File: config.mk
export PLATFORM = sky130hd
export DESIGN_NAME = cas_codec
export DESIGN_NICKNAME = d
export VERILOG_FILES = /design/src/rtl/cas_pkg.sv /design/src/rtl/cas_tx.sv /design/src/rtl/cas_bitdet.sv /design/src/rtl/cas_rxframe.sv /design/src/rtl/cas_codec.sv
export SDC_FILE = /design/constraint.sdc
export NUM_CORES = 1
export LEC_CHECK = 0
export BUFFER_PORTS_ARGS = -buffer_cell sky130_fd_sc_hd__buf_2
export CORE_MARGIN = 3
export CORE_UTILIZATION = 62
export CTS_CLUSTER_SIZE = 8
export DETAILED_ROUTE_END_ITERATION = 8
export PLACE_DENSITY = 0.82
export SLEW_MARGIN = 20
export SYNTH_ARGS = -nofsm -noshare
export SYNTH_HDL_FRONTEND = slang
export SYNTH_SLANG_ARGS = --single-unit
File: constraint.sdc
create_clock -name clk -period 2.66 [get_ports clk]
set_clock_uncertainty 0.05 [all_clocks]
set_input_delay 0.798 -clock clk [delete_from_list [all_inputs] [get_ports clk]]
set_output_delay 0.798 -clock clk [all_outputs]
set_load 0.005 [all_outputs]
File: src/rtl/cas_pkg.sv
package cas_pkg;

  typedef enum logic [2:0] {
    TX_IDLE, TX_LEAD, TX_MARK, TX_DATA, TX_WAIT, TX_TAIL
  } tx_state_t;

  typedef enum logic [1:0] {
    RX_HUNT, RX_SYNC, RX_DATA
  } rx_state_t;

  // Reflected CRC-16, polynomial 0x8005 (0xA001 shifted form), byte fed LSB first
  function automatic logic [15:0] crc16_byte(input logic [15:0] c_in, input logic [7:0] d);
    logic [15:0] c;
    c = c_in;
    for (int i = 0; i < 8; i++) begin
      if (c[0] ^ d[i]) c = (c >> 1) ^ 16'hA001;
      else             c = c >> 1;
    end
    return c;
  endfunction

endpackage

File: src/rtl/cas_tx.sv
module cas_tx
  import cas_pkg::*;
#(
  parameter int BIT_CYC     = 3000,
  parameter int LEADER_LEN  = 250,
  parameter int BLOCK_BYTES = 256
) (
  input  logic       clk,
  input  logic       rst_n,
  input  logic       s_valid,
  output logic       s_ready,
  input  logic [7:0] s_data,
  output logic       tone_out,
  output logic       busy
);
  localparam int PW = $clog2(BIT_CYC);
  localparam int LW = $clog2(LEADER_LEN + 1);
  localparam int BW = $clog2(BLOCK_BYTES + 3);
  localparam logic [PW-1:0] PH_LAST = PW'(BIT_CYC - 1);
  localparam logic [PW-1:0] TH1     = PW'(BIT_CYC / 3);
  localparam logic [PW-1:0] TH2     = PW'(2 * (BIT_CYC / 3));
  localparam logic [LW-1:0] LLEN    = LW'(LEADER_LEN);
  localparam logic [BW-1:0] BLK     = BW'(BLOCK_BYTES);
  localparam logic [BW-1:0] BLK1    = BW'(BLOCK_BYTES + 1);

  tx_state_t     state;
  logic [PW-1:0] ph;
  logic          cur_bit;
  logic [7:0]    sh;
  logic [2:0]    bidx;
  logic [LW-1:0] lcnt;
  logic [BW-1:0] snd_cnt, acc_cnt;
  logic [7:0]    hold;
  logic          hold_v;
  logic [15:0]   crc;

  logic       bit_end, load_go, accept, consume;
  logic       nb_avail, nb_is_data, nb_end;
  logic [7:0] nb;

  assign bit_end = (ph == PH_LAST);
  assign s_ready = !hold_v && (acc_cnt < BLK);
  assign accept  = s_valid && s_ready;
  assign busy    = (state != TX_IDLE);

  // Source of the next byte to serialize: data reserve, then CRC low, CRC high
  always_comb begin
    nb_avail   = 1'b0;
    nb_is_data = 1'b0;
    nb_end     = 1'b0;
    nb         = hold;
    if (snd_cnt < BLK) begin
      nb_avail   = hold_v;
      nb_is_data = 1'b1;
    end else if (snd_cnt == BLK) begin
      nb_avail = 1'b1;
      nb       = crc[7:0];
    end else if (snd_cnt == BLK1) begin
      nb_avail = 1'b1;
      nb       = crc[15:8];
    end else begin
      nb_end = 1'b1;
    end
  end

  assign load_go = (bit_end && (state == TX_MARK || (state == TX_DATA && bidx == 3'd7)))
                   || (state == TX_WAIT);
  assign consume = load_go && nb_avail && nb_is_data;

  always_comb begin
    tone_out = 1'b0;
    if (state == TX_LEAD || state == TX_MARK || state == TX_DATA)
      tone_out = (ph < TH1) || (cur_bit && (ph < TH2));
    else if (state == TX_TAIL)
      tone_out = (ph < TH1);
  end

  always_ff @(posedge clk) begin
    if (!rst_n) begin
      state   <= TX_IDLE;
      ph      <= '0;
      cur_bit <= 1'b0;
      sh      <= '0;
      bidx    <= '0;
      lcnt    <= '0;
      snd_cnt <= '0;
      acc_cnt <= '0;
      hold    <= '0;
      hold_v  <= 1'b0;
      crc     <= '0;
    end else begin
      if (accept) begin
        hold    <= s_data;
        acc_cnt <= acc_cnt + 1'b1;
        crc     <= crc16_byte(crc, s_data);
      end
      if (accept)       hold_v <= 1'b1;
      else if (consume) hold_v <= 1'b0;

      case (state)
        TX_IDLE: begin
          ph <= '0;
          if (hold_v) begin
            state   <= TX_LEAD;
            cur_bit <= 1'b1;
            lcnt    <= LW'(1);
          end
        end
        TX_LEAD: begin
          if (!bit_end) ph <= ph + 1'b1;
          else begin
            ph <= '0;
            if (lcnt == LLEN) begin
              state   <= TX_MARK;
              cur_bit <= 1'b0;
            end else begin
              lcnt <= lcnt + 1'b1;
            end
          end
        end
        TX_MARK, TX_DATA: begin
          if (!bit_end) ph <= ph + 1'b1;
          else if (state == TX_DATA && bidx != 3'd7) begin
            ph      <= '0;
            bidx    <= bidx + 1'b1;
            sh      <= sh >> 1;
            cur_bit <= sh[1];
          end
        end
        TX_TAIL: begin
          if (!bit_end) ph <= ph + 1'b1;
          else begin
            state   <= TX_IDLE;
            ph      <= '0;
            snd_cnt <= '0;
            acc_cnt <= '0;
            crc     <= '0;
          end
        end
        default: ;
      endcase

      if (load_go) begin
        ph <= '0;
        if (nb_end) begin
          state <= TX_TAIL;
        end else if (nb_avail) begin
          state   <= TX_DATA;
          sh      <= nb;
          cur_bit <= nb[0];
          bidx    <= '0;
          snd_cnt <= snd_cnt + 1'b1;
        end else begin
          state <= TX_WAIT;
        end
      end
    end
  end

endmodule

File: src/rtl/cas_bitdet.sv
module cas_bitdet #(
  parameter int BIT_CYC = 3000
) (
  input  logic clk,
  input  logic rst_n,
  input  logic tone_in,
  output logic bit_v,
  output logic bit_val,
  output logic stall
);
  localparam int TOUT = 4 * BIT_CYC;
  localparam int CW   = $clog2(TOUT + 1);
  localparam logic [CW-1:0] CMAX     = CW'(TOUT);
  localparam logic [CW-1:0] GAP_LAST = CW'(TOUT - 1);

  logic          s1, s2, s3, pend;
  logic [CW-1:0] tone_cnt, pause_cnt, gap_cnt;
  logic          rise, fall;

  assign rise = s2 && !s3;
  assign fall = !s2 && s3;

  always_ff @(posedge clk) begin
    if (!rst_n) begin
      s1        <= 1'b0;
      s2        <= 1'b0;
      s3        <= 1'b0;
      pend      <= 1'b0;
      tone_cnt  <= '0;
      pause_cnt <= '0;
      gap_cnt   <= '0;
      bit_v     <= 1'b0;
      bit_val   <= 1'b0;
      stall     <= 1'b0;
    end else begin
      s1    <= tone_in;
      s2    <= s1;
      s3    <= s2;
      bit_v <= 1'b0;
      stall <= 1'b0;

      if (rise || fall)       gap_cnt <= '0;
      else if (gap_cnt != CMAX) gap_cnt <= gap_cnt + 1'b1;

      if (rise) begin
        tone_cnt <= CW'(1);
        if (pend) begin
          bit_v   <= 1'b1;
          bit_val <= (tone_cnt > pause_cnt);
          pend    <= 1'b0;
        end
      end else if (s2) begin
        if (tone_cnt != CMAX) tone_cnt <= tone_cnt + 1'b1;
      end

      if (fall) begin
        pause_cnt <= CW'(1);
        pend      <= 1'b1;
      end else if (!s2) begin
        if (pause_cnt != CMAX) pause_cnt <= pause_cnt + 1'b1;
        // silence already as long as the tone: the bit is a zero
        if (pend && pause_cnt >= tone_cnt) begin
          bit_v   <= 1'b1;
          bit_val <= 1'b0;
          pend    <= 1'b0;
        end
      end

      if (gap_cnt == GAP_LAST && !(rise || fall)) begin
        stall <= 1'b1;
        pend  <= 1'b0;
      end
    end
  end

endmodule

File: src/rtl/cas_rxframe.sv
module cas_rxframe
  import cas_pkg::*;
#(
  parameter int LEADER_LEN  = 250,
  parameter int BLOCK_BYTES = 256
) (
  input  logic       clk,
  input  logic       rst_n,
  input  logic       bit_v,
  input  logic       bit_val,
  input  logic       stall,
  output logic       m_valid,
  output logic [7:0] m_data,
  output logic       block_done,
  output logic       crc_error,
  output logic       rx_abort
);
  localparam int LW = $clog2(LEADER_LEN + 1);
  localparam int BW = $clog2(BLOCK_BYTES + 3);
  localparam logic [LW-1:0] LLAST = LW'(LEADER_LEN - 1);
  localparam logic [BW-1:0] BLK   = BW'(BLOCK_BYTES);
  localparam logic [BW-1:0] BLK1  = BW'(BLOCK_BYTES + 1);

  rx_state_t     st;
  logic [LW-1:0] lcnt;
  logic [7:0]    sh;
  logic [2:0]    bidx;
  logic [BW-1:0] rcnt;
  logic [15:0]   crc;

  logic [7:0]  nbyte;
  logic [15:0] crc_nxt;

  assign nbyte   = {bit_val, sh[7:1]};
  assign crc_nxt = crc16_byte(crc, nbyte);

  always_ff @(posedge clk) begin
    if (!rst_n) begin
      st         <= RX_HUNT;
      lcnt       <= '0;
      sh         <= '0;
      bidx       <= '0;
      rcnt       <= '0;
      crc        <= '0;
      m_valid    <= 1'b0;
      m_data     <= '0;
      block_done <= 1'b0;
      crc_error  <= 1'b0;
      rx_abort   <= 1'b0;
    end else begin
      m_valid    <= 1'b0;
      block_done <= 1'b0;
      crc_error  <= 1'b0;
      rx_abort   <= 1'b0;
      case (st)
        RX_HUNT: begin
          if (stall) lcnt <= '0;
          else if (bit_v) begin
            if (!bit_val) lcnt <= '0;
            else if (lcnt == LLAST) begin
              st   <= RX_SYNC;
              lcnt <= '0;
            end else lcnt <= lcnt + 1'b1;
          end
        end
        RX_SYNC: begin
          if (stall) begin
            st       <= RX_HUNT;
            rx_abort <= 1'b1;
          end else if (bit_v && !bit_val) begin
            st   <= RX_DATA;
            bidx <= '0;
            rcnt <= '0;
            crc  <= '0;
          end
        end
        RX_DATA: begin
          if (stall) begin
            st       <= RX_HUNT;
            rx_abort <= 1'b1;
          end else if (bit_v) begin
            sh   <= nbyte;
            bidx <= bidx + 1'b1;
            if (bidx == 3'd7) begin
              crc  <= crc_nxt;
              rcnt <= rcnt + 1'b1;
              if (rcnt < BLK) begin
                m_valid <= 1'b1;
                m_data  <= nbyte;
              end
              if (rcnt == BLK1) begin
                block_done <= 1'b1;
                crc_error  <= (crc_nxt != 16'h0000);
                st         <= RX_HUNT;
                lcnt       <= '0;
              end
            end
          end
        end
        default: st <= RX_HUNT;
      endcase
    end
  end

endmodule

File: src/rtl/cas_codec.sv
module cas_codec #(
  parameter int BIT_CYC     = 3000,
  parameter int LEADER_LEN  = 250,
  parameter int BLOCK_BYTES = 256
) (
  input  logic       clk,
  input  logic       rst_n,
  input  logic       s_valid,
  output logic       s_ready,
  input  logic [7:0] s_data,
  output logic       tone_out,
  output logic       tx_busy,
  input  logic       tone_in,
  output logic       m_valid,
  output logic [7:0] m_data,
  output logic       block_done,
  output logic       crc_error,
  output logic       rx_abort
);
  logic bit_v, bit_val, stall;

  cas_tx #(
    .BIT_CYC(BIT_CYC), .LEADER_LEN(LEADER_LEN), .BLOCK_BYTES(BLOCK_BYTES)
  ) i_tx (
    .clk(clk), .rst_n(rst_n), .s_valid(s_valid), .s_ready(s_ready),
    .s_data(s_data), .tone_out(tone_out), .busy(tx_busy)
  );

  cas_bitdet #(.BIT_CYC(BIT_CYC)) i_bitdet (
    .clk(clk), .rst_n(rst_n), .tone_in(tone_in),
    .bit_v(bit_v), .bit_val(bit_val), .stall(stall)
  );

  cas_rxframe #(.LEADER_LEN(LEADER_LEN), .BLOCK_BYTES(BLOCK_BYTES)) i_rxframe (
    .clk(clk), .rst_n(rst_n), .bit_v(bit_v), .bit_val(bit_val), .stall(stall),
    .m_valid(m_valid), .m_data(m_data), .block_done(block_done),
    .crc_error(crc_error), .rx_abort(rx_abort)
  );

endmodule

### Yosys cells after proc, flatten, opt, wreduce, memory -nomap -nowiden

Cells that the tools add are included.

* bits in writable memories: 0
* logic and storage cells: 349
* register bits: 185
* ROM bits: 0
* memories kept: 0
* input port bits: 12
* latch bits: 0
* output and inout port bits: 15

* bitwise gates (word level): 39
* add/sub/neg operators: 11
* muxes and demuxes: 153
* shift-type cells: 0
* reductions and logical operators: 61
* order comparisons: 7
* $mul: 0
* divide/modulo/power cells: 0
* equal/unequal tests: 44

Operator list (number)
* 16-bit 2-to-1 mux: 38
* 8-bit 2-to-1 mux: 20
* 9-bit 2-to-1 mux: 13
* 3-bit 2-to-1 mux: 17
* 2-bit inverter with 3-bit output: 16
* 1-bit 2-to-1 mux: 43
* 14-bit by 1-bit adder with 14-bit output, second input constant: 3
* 14-bit != test, second input constant: 3
* 12-bit 2-to-1 mux: 3
* 12-bit case mux with 3 select lines: 1
* 16-bit case mux with 2 select lines: 1
* 8-bit case mux with 2 select lines: 2
* 9-bit by 1-bit adder with 9-bit output, second input constant: 3
* 9-bit equality test, second input constant: 3
* 9-bit < comparator, second input constant: 3
* 2-bit 2-to-1 mux: 10
* 9-bit case mux with 2 select lines: 1
* 8-bit by 1-bit adder with 8-bit output, second input constant: 2
* 8-bit equality test, second input constant: 2
* 2-bit != test, second input constant: 8
* 16-bit nonzero test: 1
* 2-bit OR reduction: 8
* 1-bit XOR: 16
* 5-bit AND reduction: 3
* other kinds (37): 95

### Longest topological paths before layout

Gate-level depths: netlist (run 1).

* word-level depth: 34
* mapped depth: 10
* mapped depth without buffers: 9

### Hierarchy

Synthesis (run 1) repeated with hierarchy kept, for this count alone.

* cell total of the unflattened synthesis: 1103
* area total of the unflattened synthesis: 9455.3 um^2

By module, submodules not included
* cas_tx: area an instance 4147.7 um^2, sequential area each 1541.5 um^2, times used 1, cells an instance 493
* cas_rxframe: area an instance 2691.3 um^2, sequential area each 1141.1 um^2, times used 1, cells an instance 310
* cas_bitdet: area an instance 2616.3 um^2, sequential area each 980.9 um^2, times used 1, cells an instance 300

### Least setup slack after synthesis (run 1)

OpenSTA, ideal clock, no wires.

* path kind: input to register
* start: input port s_data[1]
* end: register i_tx.crc[0]
* required time: 2540 ps
* stages on the path: 7
* setup time: 70 ps
* slack: 343 ps
* path buffers: 0
* data arrival time: 2197 ps
* cells stage by stage: xnor2_1 -> xnor2_1 -> xor2_1 -> xnor3_1 -> xnor2_1 -> nand2_1 -> a21oi_1

* longest elaborated chain between the ends: 29

RTL lines
* start, declared: line cas_codec.sv:10 `input logic [7:0] s_data,`
* 1-bit XOR (*): line cas_pkg.sv:16 `if (c[0] ^ d[i]) c = (c >> 1) ^ 16'hA001;`
* 16-bit 2-to-1 mux (*): line cas_pkg.sv:16
* 16-bit 2-to-1 mux (*): line cas_tx.sv:92 `if (accept) begin`
* 16-bit 2-to-1 mux (*): line cas_tx.sv:79 `if (!rst_n) begin`
* 1-bit XOR (*): line cas_pkg.sv:16
* 16-bit 2-to-1 mux (*): line cas_pkg.sv:16
* 16-bit 2-to-1 mux (*): line cas_tx.sv:92
* 16-bit 2-to-1 mux (*): line cas_tx.sv:79
* [... 13 more ...]
* 16-bit 2-to-1 mux (*): line cas_pkg.sv:16
* 16-bit 2-to-1 mux (*): line cas_tx.sv:92
* 16-bit 2-to-1 mux (*): line cas_tx.sv:79
* 1-bit XOR (*): line cas_pkg.sv:16
* 16-bit 2-to-1 mux (*): line cas_pkg.sv:16
* 16-bit 2-to-1 mux (*): line cas_tx.sv:92
* 16-bit 2-to-1 mux: line cas_tx.sv:131 `if (!bit_end) ph <= ph + 1'b1;`
* 16-bit 2-to-1 mux (*): line cas_tx.sv:100 `case (state)`
* end signal, assigned: line cas_tx.sv:95 `crc <= crc16_byte(crc, s_data);`
* end, declared: line cas_tx.sv:35 `logic [15:0] crc;`

Every way passes the cells marked *; elsewhere a longest branch is shown, timed or not. The select of a mux whose other input is x is not followed.
A chain may end at the register's enable or synchronous reset.

### Final worst setup path (run 1)

* start: register i_tx.ph[9]
* end: output port tone_out

* longest elaborated chain between the ends: 4
* elaborated cells on any way between the ends: 6
* those cells by class: order compare: 2; mux: 2; reduce/logical: 2

RTL lines
* start, declared: line cas_tx.sv:27 `logic [PW-1:0] ph;`
* start signal, assigned: line cas_tx.sv:110 `if (!bit_end) ph <= ph + 1'b1;`
* start signal, assigned: line cas_tx.sv:122 `if (!bit_end) ph <= ph + 1'b1;`
* start signal, assigned: line cas_tx.sv:131
* 12-bit by 11-bit < comparator with 1-bit output: line cas_tx.sv:73 `tone_out = (ph < TH1) || (cur_bit && (ph < TH2));`
* 1-bit logical AND: line cas_tx.sv:73
* 1-bit logical OR: line cas_tx.sv:73
* 1-bit 2-to-1 mux (*): line cas_tx.sv:72 `if (state == TX_LEAD || state == TX_MARK || state == TX_DATA)`
* end, declared: line cas_codec.sv:11 `output logic tone_out,`

Every way passes the cells marked *; elsewhere a longest branch is shown, timed or not.

==> impl_summary.txt, run 1 <==
----------------------------------------------------
[Status]
  Run status ... finished, final reports clean

[Die]
  Site Rows ... 43
  X dimension of the die ... about 130 um
  Die span in y ... ~130 um
  Top-level I/O count ... 27
  Area enclosed by the die boundary ... 16,000 um2
  Starting Density ... a little under two thirds
  Core area ... ~14,000 um2

[Global route]
  Global-route wire length before repair ... 31,900 um
  GR Overflow Total ... 0
  Number of global-route vias before repair ... around 7k
  GRT Total Usage ... about a quarter
  Largest net degree at the start of global routing ... 47
  Initial antenna violation count ... 0

[Clock tree]
  Deepest clock path buffer count ... 2
  Hold-fix buffer count after cts ... 0
  Number of clock sinks ... between 150 and 200
  Clock insertion delay at the later pin of the skew report ... between 0.4 and 0.5 ns
  Clock tree root driver cell ... sky130_fd_sc_hd__clkbuf_16
  CTS H-tree lvls ... 4
  Clock-pin transition on the worst setup and hold timing paths ... about 0.070 ns
  TritonCTS Buffers ... 17
  CTS tree ... done

[Routing]
  Antenna Nets Post-Route ... 0
  Per-cell via count in the routed design ... approximately 5.7
  WL final ... roughly 18,000 um
  Routed length per placed instance ... 14.0 um
  Number of detailed-route iterations in the first pass ... 5
  Number of DRC markers after the initial detailed-route iteration ... 468
  DRC ... 0
  Via count ... a little over 7k

[Placement]
  Quantity of I/O buffers inserted on ports ... 26
  GP Congestion ... between 0.8 and 0.9
  Final HPWL DP ... ~13,000 um

[Timing]
  Hold slack ... approximately 0.38 ns
  Setup repair after global routing missed its margin ... false
  Highest Clock Rate ... approximately 400 MHz
  Transition time of the tightest slew-check pin ... approximately 0.77 ns
  Final hold vios ... 0
  Fraction of the cycle the final worst path needs ... 95.0%
  Total count of max-transition violations in the final report ... 0
  Clock period minus worst slack ... approximately 2.5 ns
  Total negative setup slack ... 0 ns
  Worst relative slew slack ... 47.8%
  Final Setup Violations ... 0

[Logic synthesis]
  Cell type contributing the most total cell area after synthesis ... sky130_fd_sc_hd__dfxtp_1
  Net Count, Synth ... 1,125
  Unique cell type count in the Yosys netlist ... 64
  Most instantiated cells after synthesis ... 183 x sky130_fd_sc_hd__dfxtp_1, 159 x sky130_fd_sc_hd__nor2_1, 119 x sky130_fd_sc_hd__nand2_1
  Count of synthesis-stage warnings from yosys ... 0
  Fraction of the yosys area taken by sequential cells ... 40.8%
  Number of flops mapped to enable cells by yosys ... 0
  Total of flip-flops plus latches after synthesis ... approximately 180
  Area share of the leading cell type in the synthesized netlist ... 40.8%
  Cell with the most instances after synthesis ... sky130_fd_sc_hd__dfxtp_1
  Synth area leaders ... sky130_fd_sc_hd__dfxtp_1 41%, sky130_fd_sc_hd__nor2_1 6.6%, sky130_fd_sc_hd__ha_1 5.6%
  Combined area of all synthesized cells ... about 9000 um2
  Average footprint of a synthesized cell ... ~8.4 um2
  Predominant post-synthesis flop cell ... sky130_fd_sc_hd__dfxtp_1
  Instance count of the mapped netlist ... about 1.1k
  Async set or reset register ratio after synthesis ... 0%

[Setup path]
  FF-to-FF setup slack ... between 0.2 and 0.25 ns
  Arrival time reported for the critical path endpoint ... ~1.7 ns
  Worst setup path class ... flop to primary output
  Startpoint type of the worst setup path ... flop
  Element type at the critical path end ... primary output
  Maximum fanout along the worst path ... 6
  Endpoint required time on the critical path ... about 1.8 ns

[Power]
  Pwr Total ... around 0.0064 W
  Peak ir drop on the vdd network ... approximately 0.00046 V
  Pwr per Cell Area ... around 650 nW/um2
  Reported leakage power ... about 3.7 nW

[Layout]
  Share of the core filled with cells ... 70.2%
  Final #Nets ... 1,145
  Count of antenna diodes in the layout ... 0
  Count of fill cells added during filler insertion ... about 1.1k
  Fraction of final layout cells sized beyond drive strength 1 ... 8.77%
  Area growth from synthesis to layout ... 9.75%

[Flow run]
  Number of maximum-capacitance violations ... 0

[Hold path]
  Path type of the worst min-delay path ... flop to flop

----------------------------------------------------
metrics by stage:
step	cell area, um2	worst slack, ns	std cells
after floorplan	8980	0.343	1073
after global placement	9270	0.155	1254
after detailed placement	9270	0.0573	1254
after CTS	9860	0.0519	1286
after global routing	9860	0.0201	1286
final	9860	0.132	1286
cell families (layout without fill, tap and decap cells):
group           after synthesis  count (layout)  share of synthesized area (%)
xor+xnor                    113             113                           11.7
flops                       183             183                           40.8
simple gates                458             458                           24.0
buf+inv                      83             116                           4.05
mux                          21              21                           2.44
fa+ha+maj                    40              40                           5.57
compound gates              175             175                           11.5
layout by cell type, fill, tap and decap left out, types with 25 or more instances in the layout:
cell type and instances:
sky130_fd_sc_hd__xor2_1 53, sky130_fd_sc_hd__nor2_1 159, sky130_fd_sc_hd__nand3_1 50, sky130_fd_sc_hd__a21oi_1 88, sky130_fd_sc_hd__o21ai_0 30, sky130_fd_sc_hd__nand2_1 119
sky130_fd_sc_hd__xnor2_1 54, sky130_fd_sc_hd__dfxtp_1 182, sky130_fd_sc_hd__nand4_1 25, sky130_fd_sc_hd__inv_1 39, sky130_fd_sc_hd__buf_2 26, sky130_fd_sc_hd__ha_1 40
power breakdown:
part	total, W	internal (W)	switching [W]
sequential	0.00294	0.00284	0.000102
clock	0.00252	0.00141	0.00112
combinational	0.000942	0.000378	0.000563
final cells by class:
| cell class | count | area (um2) | area share (%) |
|---|---|---|---|
| Tap cell | 180 | 225 | 2.28 |
| Inverter | 40 | 150 | 1.52 |
| Clock inverter | 15 | 166 | 1.69 |
| Multi-Input combinational cell | 807 | 4960 | 50.3 |
| Timing Repair Buffer | 44 | 265 | 2.69 |
| Sequential cell | 183 | 3660 | 37.2 |
| Clock buffer | 17 | 425 | 4.31 |
critical path: stages, from the launching register on:
cell and delay, ns:
sky130_fd_sc_hd__dfxtp_1 0.32, sky130_fd_sc_hd__and2_0 0.23, sky130_fd_sc_hd__nand3_1 0.12, sky130_fd_sc_hd__nor2_1 0.05
sky130_fd_sc_hd__o22ai_1 0.11, sky130_fd_sc_hd__nor4bb_1 0.26, sky130_fd_sc_hd__buf_2 0.17
metal layers:
metal	part of all wire (%)	up-vias	wire length, um	track usage, %
met4	1.4	0	243	6.75
met1	45	3381	8080	28.5
met3	3.4	22	616	5.09
li1	-	3735	-	-
met2	50	137	9060	41.8
met5	0	-	0	0
timing repair:
item / 4_1_cts / 5_1_grt
setup endpoints to repair: 0 / 2
buffers inserted: 0 / 0
endpoints found under the hold margin: 0 / 0
gates resized for setup: 0 / 2
registers in the layout, indices dropped and copies added, names as in the netlist, 8 cells and up:
register,count
i_rxframe.crc,16
i_tx.crc,16
i_bitdet.gap_cnt,14
i_bitdet.pause_cnt,14
i_bitdet.tone_cnt,14
i_tx.ph,12
i_rxframe.rcnt,9
i_tx.acc_cnt,9
i_tx.snd_cnt,9
i_rxframe.lcnt,8
i_rxframe.m_data,8
i_tx.hold,8
i_tx.lcnt,8
path summary, 6_finish.rpt:
path | cells after the start | startpoint | end
worst min register to register | 1 | i_bitdet.s1$_SDFF_PN0_ | i_bitdet.s2$_SDFF_PN0_
worst min-delay path | 1 | i_bitdet.s1$_SDFF_PN0_ | i_bitdet.s2$_SDFF_PN0_
worst max register to register | 7 | i_tx.ph[0]$_SDFFE_PP0P_ | i_tx.cur_bit$_SDFF_PN0_
worst max-delay path | 6 | i_tx.ph[9]$_SDFFE_PP0P_ | tone_out
Note: power is estimated with default switching activity, not from simulation.
==> inputs of run 2 (changes only) <==
--- a/config.mk
+++ b/config.mk
@@ -6,11 +6,13 @@
 export NUM_CORES = 1
 export LEC_CHECK = 0
 export BUFFER_PORTS_ARGS = -buffer_cell sky130_fd_sc_hd__buf_2
+export CELL_PAD_IN_SITES_DETAIL_PLACEMENT = 1
+export CELL_PAD_IN_SITES_GLOBAL_PLACEMENT = 1
 export CORE_MARGIN = 3
-export CORE_UTILIZATION = 62
+export CORE_UTILIZATION = 48
 export CTS_CLUSTER_SIZE = 8
 export DETAILED_ROUTE_END_ITERATION = 8
-export PLACE_DENSITY = 0.82
+export PLACE_DENSITY = 0.83
 export SLEW_MARGIN = 20
 export SYNTH_ARGS = -nofsm -noshare
 export SYNTH_HDL_FRONTEND = slang
==> impl_summary.txt, run 2 (synthesized netlist as in run 1, its figures left out) <==
----------------------------------------------------
[Layout]
  Footprint of the multi-input gates ... ~5000 um2
  Area growth from synthesis to layout ... 12.4%
  Most common cell after layout, fill and taps aside ... sky130_fd_sc_hd__dfxtp_1
  Leading registers by flop count ... i_rxframe.crc: 16 flops, i_tx.crc: 16 flops
  Most frequent cells in the layout ... 182 x sky130_fd_sc_hd__dfxtp_1, 159 x sky130_fd_sc_hd__nor2_1, 119 x sky130_fd_sc_hd__nand2_1
  Seq. cell area ... 3660 um2
  Count of fill cells added during filler insertion ... between 2k and 2.5k
  Fraction of final layout cells sized beyond drive strength 1 ... slightly below 10%
  Count of antenna diodes in the layout ... 0
  Final #Nets ... around 1.2k

[Routing]
  Amount of wire on met2 after detailed routing ... 10,600 um
  WL final ... 21,600 um
  Total met3 wirelength after detailed routing ... 512 um
  DRC ... 0
  Highest layer used for signal routing ... met4
  M1 WL ... just over 10,000 um
  Number of detailed-route iterations in the first pass ... 4
  Antenna Nets Post-Route ... 0
  Via count ... ~7.5k
  Per-cell via count in the routed design ... roughly 5.6
  Number of DRC markers after the initial detailed-route iteration ... 335
  Routed length per placed instance ... ~16 um

[Placement]
  GP Congestion ... about 0.8
  Quantity of I/O buffers inserted on ports ... 26
  Final HPWL DP ... roughly 15,000 um

[Timing]
  Setup repair after global routing missed its margin ... false
  Total negative setup slack ... 0 ns
  Total count of max-transition violations in the final report ... 0
  Final Setup Violations ... 0
  Highest Clock Rate ... 390 MHz
  Hold slack ... 0.388 ns
  Clock period minus worst slack ... about 2.6 ns
  Worst relative slew slack ... a little over half
  Fraction of the cycle the final worst path needs ... 96.3%
  Final hold vios ... 0
  Transition time of the tightest slew-check pin ... a little over 0.7 ns

[Global route]
  Largest net degree at the start of global routing ... between 60 and 70
  Global-route wire length before repair ... around 38,000 um
  GR Overflow Total ... 0
  Number of global-route vias before repair ... about 7.8k
  Initial antenna violation count ... 0
  GRT Total Usage ... approximately 22%

[Clock tree]
  Number of clock sinks ... 183
  Clock insertion delay at the later pin of the skew report ... ~0.44 ns
  CTS H-tree lvls ... 4
  Clock tree root driver cell ... sky130_fd_sc_hd__clkbuf_16
  Deepest clock path buffer count ... 2
  Clock-pin transition on the worst setup and hold timing paths ... 0.07 ns
  CTS tree ... done
  TritonCTS Buffers ... 17

[Hold path]
  Destination of the worst hold path ... i_bitdet.s2$_SDFF_PN0_
  Path type of the worst min-delay path ... flop to flop
  Worst hold path startpoint ... i_bitdet.s1$_SDFF_PN0_
  Worst hold path stage count ... 1

[Die]
  Core area ... 18,100 um2
  X dimension of the die ... ~140 um
  Area enclosed by the die boundary ... 20,400 um2
  Die span in y ... 143 um
  Site Rows ... 49
  Starting Density ... about half
  Top-level I/O count ... 27

[Setup path]
  Maximum fanout along the worst path ... 6
  FF-to-FF setup slack ... approximately 0.23 ns
  Startpoint type of the worst setup path ... flop
  Worst setup path class ... flop to primary output
  Element type at the critical path end ... primary output
  Endpoint of the worst-slack reg-to-reg timing path ... i_rxframe.crc[13]$_SDFFE_PN0P_
  Endpoint required time on the critical path ... approximately 1.8 ns
  Arrival time reported for the critical path endpoint ... about 1.7 ns
  Source of the critical timing path ... i_tx.ph[8]$_SDFFE_PP0P_
  Reg-to-Reg Start ... i_rxframe.sh[1]$_SDFFE_PN0P_
  Number of cells on the worst reg-to-reg path ... 7

[Power]
  Pwr Total ... 0.00676 W
  Reported leakage power ... 3.76 nW
  Peak ir drop on the vdd network ... 0.000412 V
  Pwr per Cell Area ... ~670 nW/um2

[Flow run]
  Number of maximum-capacitance violations ... 0

[Status]
  Run status ... finished, final reports clean

----------------------------------------------------
-- run 2: cell types whose count changed in the layout (fill, tap and decap cells not counted), sizes merged --
| cell | change |
|---|---|
| inv | -1 |
| clkbuf | +1 |
| buf | +11 |
| clkinvlp | +3 |
| bufinv | +2 |
| clkinv | -5 |
-- run 2: timing repair --
| item | CTS | global route |
|---|---|---|
| pin swaps | 0 | 2 |
| setup buffers | 0 | 2 |
| hold buffers | 0 | 0 |
| endpoints found under the hold margin | 0 | 0 |
| endpoints found under the setup margin | 1 | 8 |
| resized for setup | 2 | 5 |
-- run 2: how the worst max path moves through the flow --
stage	end	slack, ns	cells past startpoint
detailed placement	i_tx.crc[0]$_SDFF_PN0_	0.05	8
finish	tone_out	0.1	6
global placement	i_tx.crc[0]$_SDFF_PN0_	0.13	8
CTS	tone_out	0.01	6
global route	tone_out	0.006	5
floorplan	i_tx.crc[0]$_SDFF_PN0_	0.34	7
-- run 2: final cells by class --
cell class	count	area share, %
Sequential cell	183	36.3
Inverter	40	1.49
Clock buffer	18	4.25
Timing Repair Buffer	55	3.69
Multi-Input combinational cell	807	49.3
Clock inverter	14	2.09
Tap cell	229	2.84
-- run 2: layer usage --
| metal | vias to the layer above | track usage [%] |
|---|---|---|
| li1 | 3729 | - |
| met1 | 3645 | 28.6 |
| met2 | 85 | 38.4 |
| met3 | 29 | 3.88 |
| met4 | 0 | 6.75 |
| met5 | - | 0 |
-- run 2: critical path: stages (launching register included) --
cell and delay (ns):
sky130_fd_sc_hd__dfxtp_1 0.34, sky130_fd_sc_hd__and2_2 0.22, sky130_fd_sc_hd__nand3_1 0.10, sky130_fd_sc_hd__nor2_1 0.05
sky130_fd_sc_hd__o22ai_1 0.14, sky130_fd_sc_hd__nor4bb_4 0.27, sky130_fd_sc_hd__buf_2 0.17
-- run 2: power by group --
| part | leakage (nW) | internal, W | switching, W |
|---|---|---|---|
| combinational | 1.97 | 0.000425 | 0.000629 |
| clock | 0.304 | 0.00160 | 0.00117 |
| sequential | 1.48 | 0.00284 | 0.0000997 |
-- run 2: metrics by stage --
stage          cells  utilization (%)  setup WS, ns  instance area (um2)
2_1_floorplan   1073                -         0.343                 8980
3_3_place_gp    1312             51.9         0.133                 9420
3_5_place_dp    1312             51.9        0.0471                 9420
4_1_cts         1344             55.5        0.0134                10100
5_1_grt         1346             55.6       0.00621                10100
6_report        1346             55.6        0.0985                10100
==> inputs of run 3 (changes only) <==
--- a/config.mk
+++ b/config.mk
@@ -8,6 +8,7 @@
 export BUFFER_PORTS_ARGS = -buffer_cell sky130_fd_sc_hd__buf_2
 export CELL_PAD_IN_SITES_DETAIL_PLACEMENT = 1
 export CELL_PAD_IN_SITES_GLOBAL_PLACEMENT = 1
+export CORE_ASPECT_RATIO = 1.25
 export CORE_MARGIN = 3
 export CORE_UTILIZATION = 48
 export CTS_CLUSTER_SIZE = 8
==> impl_summary.txt, run 3 (synthesized netlist as in run 1, its figures left out) <==
----------------------------------------------------
[Clock tree]
  Clock insertion delay at the later pin of the skew report ... around 0.44 ns
  Clock tree root driver cell ... sky130_fd_sc_hd__clkbuf_16
  Number of clock sinks ... 183
  Setup fix buffers added after clock tree synthesis ... 0
  Deepest clock path buffer count ... 2
  CTS H-tree lvls ... 4
  Clock-pin transition on the worst setup and hold timing paths ... roughly 0.060 ns
  TritonCTS Buffers ... 17
  Hold-fix buffer count after cts ... 0
  CTS tree ... done

[Setup path]
  Endpoint of the worst-slack reg-to-reg timing path ... i_tx.lcnt[7]$_SDFFE_PN0P_
  Critical path's largest stage delay ... 0.32 ns
  Slowest stage cell on the critical path ... sky130_fd_sc_hd__dfxtp_1
  Worst setup path class ... flop to primary output
  Endpoint required time on the critical path ... between 1.5 and 2 ns
  Startpoint type of the worst setup path ... flop
  Maximum fanout along the worst path ... 8
  Cells along the critical path ... buf_4 > o21ai_0 > nor2_1 > o22ai_1 > nor4bb_2 > buf_2
  FF-to-FF setup slack ... roughly 0.27 ns
  Element type at the critical path end ... primary output
  Reg-to-Reg Start ... i_tx.ph[0]$_SDFFE_PP0P_
  Number of cells on the worst reg-to-reg path ... 9
  Arrival time reported for the critical path endpoint ... about 1.7 ns

[Layout]
  Final #Nets ... 1,153
  Count of antenna diodes in the layout ... 0
  Most frequent cells in the layout ... 182 x sky130_fd_sc_hd__dfxtp_1, 159 x sky130_fd_sc_hd__nor2_1, 119 x sky130_fd_sc_hd__nand2_1
  Most common cell after layout, fill and taps aside ... sky130_fd_sc_hd__dfxtp_1
  Leading registers by flop count ... i_rxframe.crc: 16 flops, i_tx.crc: 16 flops
  Fraction of final layout cells sized beyond drive strength 1 ... a little under a tenth
  Footprint of the multi-input gates ... ~5000 um2
  Seq. cell area ... 3660 um2
  Area growth from synthesis to layout ... 11.4%
  Count of fill cells added during filler insertion ... about 2.2k

[Routing]
  Antenna Nets Post-Route ... 0
  Via count ... roughly 7.6k
  Per-cell via count in the routed design ... 5.67
  WL final ... 22,700 um
  Number of DRC markers after the initial detailed-route iteration ... about 290
  Number of detailed-route iterations in the first pass ... 4
  DRC ... 0
  Routed length per placed instance ... roughly 17 um

[Die]
  Die span in y ... 159 um
  X dimension of the die ... between 100 and 150 um
  Top-level I/O count ... 27
  Core area ... 18,200 um2
  Site Rows ... 55
  Starting Density ... 49.3%
  Area enclosed by the die boundary ... a little over 20,000 um2

[Global route]
  GRT Total Usage ... a little under a quarter
  Global-route wire length before repair ... approximately 39,000 um
  Initial antenna violation count ... 0
  Number of global-route vias before repair ... just over 8k
  Largest net degree at the start of global routing ... 68
  GR Overflow Total ... 0

[Power]
  Gate power share ... around 15%
  Reported leakage power ... between 3 and 4 nW
  Peak ir drop on the vdd network ... between 0.0004 and 0.0005 V
  Clock network fraction of total power ... about two fifths
  Sequential share of power ... between 40% and 50%
  Net switching share of the total power ... 27.7%
  Pwr Total ... between 0.006 and 0.007 W
  Pwr per Cell Area ... 649 nW/um2
  Switching Power ... between 0.0015 and 0.002 W
  Design internal power ... ~0.0047 W

[Status]
  Run status ... finished, final reports clean

[Timing]
  Fraction of the cycle the final worst path needs ... approximately 95%
  Highest Clock Rate ... a little under 400 MHz
  Final Setup Violations ... 0
  Worst relative slew slack ... 55.8%
  Clock period minus worst slack ... 2.53 ns
  Total count of max-transition violations in the final report ... 0
  Final hold vios ... 0
  Transition time of the tightest slew-check pin ... between 0.6 and 0.7 ns
  Setup repair after global routing missed its margin ... false
  Total negative setup slack ... 0 ns

[Hold path]
  Destination of the worst hold path ... i_bitdet.s2$_SDFF_PN0_
  Worst hold path startpoint ... i_bitdet.s1$_SDFF_PN0_
  Worst hold path stage count ... 1
  Path type of the worst min-delay path ... flop to flop

[Placement]
  GP Congestion ... roughly 0.8
  Final HPWL DP ... between 15,000 and 20,000 um
  Quantity of I/O buffers inserted on ports ... 26

[Flow run]
  Number of maximum-capacitance violations ... 0

----------------------------------------------------
-- run 3: area by class of cell --
type                    count  share of cell area, %
multi-input cells         807                   49.6
flip-flops and latches    183                   36.6
clock buffers              22                   4.74
repair buffers             52                   3.50
well taps                 228                   2.85
inverters                  40                   1.50
clock inverters            10                   1.18
-- run 3: stage by stage --
step                utilization [%]  instances  hold slack [ns]  area [um2]  setup WS, ns
global placement               51.6       1310            0.380        9410         0.123
floorplan                         -       1073            0.362        8980         0.343
CTS                            54.9       1342            0.409       10000        0.0393
detailed placement             51.6       1310            0.378        9410        0.0171
global route                   54.9       1342            0.430       10000       0.00586
finish                         54.9       1342            0.405       10000         0.130
-- run 3: worst max-delay path by stage --
| stage | to | startpoint | slack [ns] | cells past startpoint |
|---|---|---|---|---|
| 2_1_floorplan | i_tx.crc[0]$_SDFF_PN0_ | s_data[1] | 0.34 | 7 |
| 3_3_place_gp | i_tx.crc[0]$_SDFF_PN0_ | s_data[0] | 0.12 | 8 |
| 3_5_place_dp | i_tx.crc[0]$_SDFF_PN0_ | s_data[5] | 0.02 | 8 |
| 4_1_cts | tone_out | i_tx.state[0]$_SDFFE_PN0P_ | 0.04 | 4 |
| 5_1_grt | tone_out | i_tx.ph[8]$_SDFFE_PP0P_ | 0.006 | 6 |
| 6_report | tone_out | i_tx.ph[3]$_SDFFE_PP0P_ | 0.13 | 6 |
-- run 3: worst max-delay path: cells and delay by family, from the launching register on --
| family | cells | cell delay [ns] |
|---|---|---|
| and+or+nand+nor | 2 | 0.31 |
| DFF | 1 | 0.32 |
| buffers and inverters | 2 | 0.33 |
| AOI/OAI and AO/OA | 2 | 0.29 |
-- run 3: layer usage --
layer | wire [um] | track usage [%] | vias to the layer above
met2 | 12400 | 43.2 | 94
met3 | 483 | 4.23 | 43
met5 | 0 | 0 | -
met4 | 490 | 8.49 | 0
met1 | 9260 | 25.4 | 3749
li1 | - | - | 3723
-- run 3: power groups by stage --
stage,Combinational (W),Sequential (W),Clock (W)
after global placement,0.000931,0.00301,0
after detailed placement,0.000964,0.00301,0
after CTS,0.000992,0.00295,0.00261
after floorplan,0.000745,0.00296,0
after global routing,0.00110,0.00297,0.00275
final,0.000984,0.00295,0.00256
-- run 3: timing repair --
item                       in CTS  in global routing
pin swaps                       0                  0
cloned                          0                  0
resized for setup               1                  4
setup endpoints to repair       1                  4
